==> src/rtl/can_esr_pkg.sv <==
package can_esr_pkg;
    localparam int NFLAG     = 3;
    localparam int FLAG_WAKE = 0;
    localparam int FLAG_ERR  = 1;
    localparam int FLAG_BOFF = 2;

    localparam int STAT_W    = 10;
    localparam int POS_BE_LO = 3;
    localparam int POS_FS_LO = 5;
    localparam int POS_DIR   = 7;
    localparam int POS_IDLE  = 8;
    localparam int POS_WARN  = 9;

    typedef enum logic [1:0] {
        BE_NONE       = 2'b00,
        BE_DOM_AS_REC = 2'b01,
        BE_REC_AS_DOM = 2'b10
    } biterr_e;
endpackage

==> src/rtl/can_esr_rxsync.sv <==
module can_esr_rxsync #(
    parameter int STAGES = 2
) (
    input  logic clk,
    input  logic rst_n,
    input  logic rx_i,
    output logic fall_o
);
    typedef struct packed {
        logic [STAGES-1:0] sh;
        logic              last;
    } sync_t;

    sync_t sync_d, sync_q;

    always_comb begin
        sync_d      = sync_q;
        sync_d.sh   = {sync_q.sh[STAGES-2:0], rx_i};
        sync_d.last = sync_q.sh[STAGES-1];
        fall_o      = sync_q.last & ~sync_q.sh[STAGES-1];
    end

    always_ff @(posedge clk or negedge rst_n) begin
        if (!rst_n) sync_q <= '1;
        else        sync_q <= sync_d;
    end
endmodule

==> src/rtl/can_esr_flag.sv <==
module can_esr_flag (
    input  logic clk,
    input  logic rst_n,
    input  logic set_i,
    input  logic clr_all_i,
    input  logic rd_i,
    input  logic wr_i,
    input  logic wr_bit_i,
    output logic flag_o
);
    typedef struct packed {
        logic flag;
        logic arm;
    } flag_t;

    flag_t st_d, st_q;

    always_comb begin
        st_d = st_q;
        if (rd_i && st_q.flag) st_d.arm = 1'b1;
        if (wr_i && !wr_bit_i && st_q.arm) begin
            st_d.flag = 1'b0;
            st_d.arm  = 1'b0;
        end
        if (set_i) st_d.flag = 1'b1;
        if (clr_all_i) st_d = '0;
        flag_o = st_q.flag;
    end

    always_ff @(posedge clk or negedge rst_n) begin
        if (!rst_n) st_q <= '0;
        else        st_q <= st_d;
    end
endmodule

==> src/rtl/can_esr.sv <==
module can_esr
    import can_esr_pkg::*;
#(
    parameter int CNT_W       = 8,
    parameter int WARN_LEVEL  = 96,
    parameter int SYNC_STAGES = 2
) (
    input  logic             clk,
    input  logic             rst_n,
    input  logic             soft_rst,
    input  logic             stop_mode,
    input  logic [CNT_W-1:0] rx_err_cnt,
    input  logic             bus_idle,
    input  logic             bus_tx,
    input  logic [1:0]       fault_state,
    input  logic             bit_err_dom,
    input  logic             bit_err_rec,
    input  logic             other_err,
    input  logic             can_rx,
    input  logic             rd_en,
    input  logic             wr_en,
    input  logic [NFLAG-1:0] wr_flags,
    input  logic [NFLAG-1:0] irq_mask,
    output logic [STAT_W-1:0] status_o,
    output logic             irq_o
);
    localparam logic [CNT_W-1:0] WARN_CNT = CNT_W'(WARN_LEVEL);

    typedef struct packed {
        logic       rxwarn;
        logic       idle;
        logic       dir;
        logic [1:0] fs;
        biterr_e    biterr;
        logic       boff_seen;
        logic       irq;
    } regs_t;

    regs_t            r_d, r_q;
    logic [NFLAG-1:0] flag_set;
    logic [NFLAG-1:0] flags;
    logic             wake_fall;
    logic             soft_clr;

    can_esr_rxsync #(.STAGES(SYNC_STAGES)) u_rxsync (
        .clk    (clk),
        .rst_n  (rst_n),
        .rx_i   (can_rx),
        .fall_o (wake_fall)
    );

    always_comb begin
        soft_clr            = soft_rst & fault_state[1];
        flag_set            = '0;
        flag_set[FLAG_WAKE] = wake_fall & stop_mode;
        flag_set[FLAG_ERR]  = bit_err_dom | bit_err_rec | other_err;
        flag_set[FLAG_BOFF] = fault_state[1] & ~r_q.boff_seen;
    end

    for (genvar i = 0; i < NFLAG; i++) begin : g_flag
        can_esr_flag u_flag (
            .clk       (clk),
            .rst_n     (rst_n),
            .set_i     (flag_set[i]),
            .clr_all_i (soft_clr),
            .rd_i      (rd_en),
            .wr_i      (wr_en),
            .wr_bit_i  (wr_flags[i]),
            .flag_o    (flags[i])
        );
    end

    always_comb begin
        r_d           = r_q;
        r_d.rxwarn    = (rx_err_cnt >= WARN_CNT);
        r_d.idle      = bus_idle;
        r_d.dir       = bus_tx;
        r_d.fs        = fault_state;
        r_d.boff_seen = fault_state[1];
        r_d.irq       = |(flags & irq_mask);
        if (bit_err_dom)      r_d.biterr = BE_DOM_AS_REC;
        else if (bit_err_rec) r_d.biterr = BE_REC_AS_DOM;
        else if (rd_en)       r_d.biterr = BE_NONE;
        if (soft_clr) begin
            r_d.rxwarn = 1'b0;
            r_d.idle   = 1'b0;
            r_d.dir    = 1'b0;
            r_d.fs     = 2'b00;
            r_d.biterr = BE_NONE;
        end
    end

    always_ff @(posedge clk or negedge rst_n) begin
        if (!rst_n) r_q <= '0;
        else        r_q <= r_d;
    end

    always_comb begin
        status_o                              = '0;
        status_o[NFLAG-1:0]                   = flags;
        status_o[POS_BE_LO +: 2]              = r_q.biterr;
        status_o[POS_FS_LO +: 2]              = r_q.fs;
        status_o[POS_DIR]                     = r_q.dir;
        status_o[POS_IDLE]                    = r_q.idle;
        status_o[POS_WARN]                    = r_q.rxwarn;
        irq_o                                 = r_q.irq;
    end
endmodule

==> config.mk <==
export PLATFORM = sky130hd
export DESIGN_NAME = can_esr
export DESIGN_NICKNAME = d
export VERILOG_FILES = /design/src/rtl/can_esr_pkg.sv /design/src/rtl/can_esr_rxsync.sv /design/src/rtl/can_esr_flag.sv /design/src/rtl/can_esr.sv
export SDC_FILE = /design/constraint.sdc
export NUM_CORES = 1
export LEC_CHECK = 0
export ABC_AREA = 1
export BUFFER_PORTS_ARGS = -buffer_cell sky130_fd_sc_hd__buf_4
export CORE_MARGIN = 5
export CORE_UTILIZATION = 43
export DETAILED_ROUTE_END_ITERATION = 10
export PLACE_DENSITY = 0.82
export SLEW_MARGIN = 40
export SYNTH_ARGS = -nofsm -noshare
export SYNTH_HDL_FRONTEND = slang
export SYNTH_SLANG_ARGS = --single-unit
==> constraint.sdc <==
create_clock -name clk -period 1.2 [get_ports clk]
set_clock_uncertainty 0.2 [all_clocks]
set_input_delay 0.36 -clock clk [delete_from_list [all_inputs] [get_ports clk]]
set_output_delay 0.36 -clock clk [all_outputs]
set_load 0.02 [all_outputs]
# After elaboration in Yosys (flattened, before gate mapping)
# Cells that the tools add are included.
[totals]
regBits = 18
[op_classes]
bitwise_logic = 9
n_reduce_logical = 20
mux = 16
magnitude_cmp = 1
[op_table]
columns = ["op", "n"]
rows = [
  ["$mux W2", 9],
  ["$reduce_bool A3 Y1", 6],
  ["$logic_and A1 B1 Y1", 9],
  ["$ge A8 B7 Y1 const B", 1],
  ["$mux W7", 1],
  ["$mux W1", 6],
  ["$and A1 B1 Y1", 4],
  ["$reduce_bool A4 Y1", 1],
  ["$and A3 B3 Y3", 1],
  ["$logic_not A1 Y1", 3],
  ["$reduce_or A3 Y1", 1],
  ["$not A1 Y1", 2],
  ["$or A1 B1 Y1", 2],
]

# Logic depth before layout (Yosys ltp)
[depth]
ltp_word = 6
ltp_mapped = 4
mapped_depth_nobuf = 4

# Hierarchy
# Synthesis repeated with hierarchy kept, for this count alone.
[hier_totals]
hier_cells = 85
hier_area_um2 = 804.5
[by_module_without_submodules]
columns = ["mod", "area_each_um2", "seq_area_each_um2", "n_inst", "cells_per_inst"]
rows = [
  ["can_esr", 415.4, 225.2, 1, 47],
  ["can_esr_flag", 100.1, 50.0, 3, 11],
  ["can_esr_rxsync", 88.8, 78.8, 1, 5],
]

# Worst setup path after synthesis
# No wires, ideal clock.
[synth_path]
path_type = "flip-flop to output port"
from = "reg g_flag[1].u_flag.st_q, in the netlist g_flag[1].u_flag.flag_o"
to = "out status_o[1]"
t_arrival_ns = 0.535
path_slack_ns = 0.105
path_stages_with_launch = 2
path_cell_list = "dfrtp_1 > buf_4"
[synth_rtl]
columns = ["item", "line_no", "source"]
rows = [
  ["from (decl)", "can_esr_flag.sv:16", "flag_t st_d, st_q;"],
  ["from (signal assigned)", "can_esr_flag.sv:32", "else st_q <= st_d;"],
  ["to (decl)", "can_esr.sv:24", "output logic [STAT_W-1:0] status_o,"],
]
# No word-level cell between the ends.

# Final worst setup path
[layout_path]
from = "reg g_flag[2].u_flag.st_q, in the netlist g_flag[2].u_flag.flag_o"
to = "out status_o[2]"
[layout_rtl]
columns = ["item", "line_no"]
rows = [
  ["from (decl)", "can_esr_flag.sv:16"],
  ["from (signal assigned)", "can_esr_flag.sv:32"],
]
# No word-level cell between the ends.

==> run summary <==
Outcome - complete, but fails checks
Violated checks - negative setup slack
Worst min path class - in2reg
Share of the synthesized area in the top cell type - 49.8%
Worst setup path end - status_o[2]
Final instance area - 0.00109 mm2
P_leak - 0.593 nW
Final Hold Viols - 0
# Max-Cap Violations - 0
Seq cells post-synth - 18
FMAX - 711 MHz
RSZ-0062 raised after global routing - yes
ANT nets after route - 0
Count of cell types in the netlist - 17
Final setup viols - 11
Max IR drop VDD - 778 uV
Post-synth net total - 106
Area contributors post-synth - dfrtp_1 (50%), dfstp_2 (10%), buf_4 (10%), inv_1 (5.5%), nand2_1 (5.0%)
CTS Buffer Depth - 2
Synth area leader - dfrtp_1
Port Buffers - 33
TritonCTS Buffers - 3
Routed length per instance - 12.3 um
Critical path class - reg2out
First DRT Iteration DRCs - 2
Clock Latency Late Sink - 290 ps
CP cell instances - buf_6
Worst slew margin - 85.0%
CP Data Arrival Time - 850 ps
Flop-to-flop setup slack - 130 ps
Number of global-route vias before repair - 677
Die area - 0.00269 mm2
Layout area overhead - 45.0%
Pin count of the biggest net entering global routing - 19
Via/cell ratio - 4.78
Die width - 51.9 um
CP Capture Type - primary output
Mapped cell area - 753 um2
Root Buffer - clkbuf_4
DRC violations left - 0
Grt ovf - 0
Via count - 621
Number of enable flip-flop cells after synthesis - 0
First-pass GRT wire length - 2700 um
Syn avg cell area - 9.66 um2
Crit path time final - 1410 ps
Crit path depth - 1
Cells on worst reg2reg path - 3
Slowest CP cell - dfrtp_1
Synth Warn # - 0
Final GP Congestion - 0.745
Worst Setup SP - g_flag[2].u_flag.flag_o
Starting Density - 44.6%
Placed Area - 955 um2
Fin nets - 142
Die Y-Extent - 51.9 um
R2r endpoint - g_flag[1].u_flag.st_q[0]
Share of post-route cells with drive strength above 1 - 42.5%
Delay-heaviest family, CP - flip-flops
Most used flip-flop cell after synthesis - dfrtp_1
Crit-path max cell delay - 410 ps
Crit path max fanout - 2
CTS tree - built
H-Tree Depth - 1
Ports - 39
Final Cycle Share - 117%
Synth cell count leaders - dfrtp_1 (15), inv_1 (11), buf_4 (10), nand2_1 (10), nor2_1 (8)
First-pass DRT Iterations - 3
Fill count - 136
Setup ws final - -206 ps
Worst setup SP type - flip-flop
PD cells - 1240 mW/mm2
Worst r2r src - g_flag[1].u_flag.flag_o
Async SR Flop Fraction - 100%
# rows - 15
Least-Margin Pin Slew - 224 ps
Seq/Total Area, Yosys - 60.3%
CTS Sinks - 18
Core ar. - 0.00169 mm2
GRT Overall Usage - 13.7%
Setup tns final - -1980 ps
Final Slew Violations - 0
Clock slew at reported path FFs - 100 ps
Fin util - 64.7%
Antenna cells - 0
Syn Inst Count - 78
Cell with the most instances after synthesis - dfrtp_1
CP bufs+invs - 1
Initial antenna violation count - 0
DP HPWL - 1190 um
WP data required - 640 ps
Post-Route WL - 1590 um
where the power goes:
group / switching [mW] / internal, mW / total, mW
Clock: 0.181 / 0.185 / 0.366
Combinational: 0.137 / 0.162 / 0.299
Sequential: 0.0290 / 0.665 / 0.694
Total: 0.348 / 1.01 / 1.36
cell type report:
cell class	count	area [um2]	share of cell area [%]
inverter	12	45.0	4.12
timing repair buffer	41	357	32.6
multi-input combinational	38	179	16.4
clock buffer	4	36.3	3.32
tap	17	21.3	1.95
sequential	18	454	41.6
metal layers:
metal | wire length [um] | global-route usage [%] | up-vias | part of all wire [%]
li1 | - | - | 305 | -
met1 | 640 | 14.4 | 283 | 40
met2 | 783 | 25.1 | 29 | 49
met3 | 147 | 3.44 | 4 | 9.2
met4 | 23 | 6.55 | 0 | 1.4
met5 | 0 | 0 | - | 0
kinds of logic (layout without fill, tap and decap cells):
kind of cell	Yosys count	in the layout	synth area share, %
AND/OR/NAND/NOR	30	30	17.9
flip-flops	18	18	60.3
buffers and inverters	22	57	15.9
AO/OA/AOI/OAI	8	8	5.81
cells in the final DEF, fill, tap and decap left out:
master and instances:
buf_4 27, o21ai_0 1, o21ai_1 2, nand3b_1 1, a21oi_1 4, nor3_1 1, nand4_1 2, buf_6 11
or2_1 1, nand2_2 1, dfrtp_1 15, a21oi_2 1, nand3_1 6, inv_2 1, clkbuf_8 1, inv_1 11
nand2_1 10, dfstp_2 3, clkbuf_4 3, nor2_1 8, dlygate4sd3_1 3
how the worst min path moves through the flow:
| stage | startpoint | to | slack (ps) | cells after the start |
|---|---|---|---|---|
| 2_1_floorplan | rst_n | g_flag[0].u_flag.flag_o | -140 | 0 |
| 3_3_place_gp | rst_n | status_o[9] | 30 | 1 |
| 3_5_place_dp | rst_n | g_flag[0].u_flag.flag_o | 40 | 1 |
| 4_1_cts | soft_rst | status_o[6] | 20 | 2 |
| 5_1_grt | soft_rst | status_o[6] | 10 | 2 |
| 6_report | soft_rst | status_o[6] | 30 | 2 |
through the flow:
stage	cells	hold WS [ps]	worst slack [ps]	total power, mW
floorplan	78	-136	105	0.846
global placement	119	34.8	61.1	0.943
detailed placement	119	42.3	34.9	0.954
CTS	129	22.6	-218	1.37
global route	130	14.5	-245	1.43
finish	130	27.2	-206	1.36
sequential cells by signal, summed over array words and instances, names as in the netlist:
register              flops
irq_o                     1
status_o                  7
u_rxsync.sync_d           2
g_flag.u_flag.st_q        3
r_q                       1
g_flag.u_flag.flag_o      3
u_rxsync.sync_q           1
what timing repair did:
action	in CTS	in global routing
resized for setup	11	0
gates cloned	0	0
setup endpoints to repair	11	11
hold endpoints to repair	20	0
hold buffers	3	0
buffers inserted	3	1
Power figures use the tool's default switching activity.
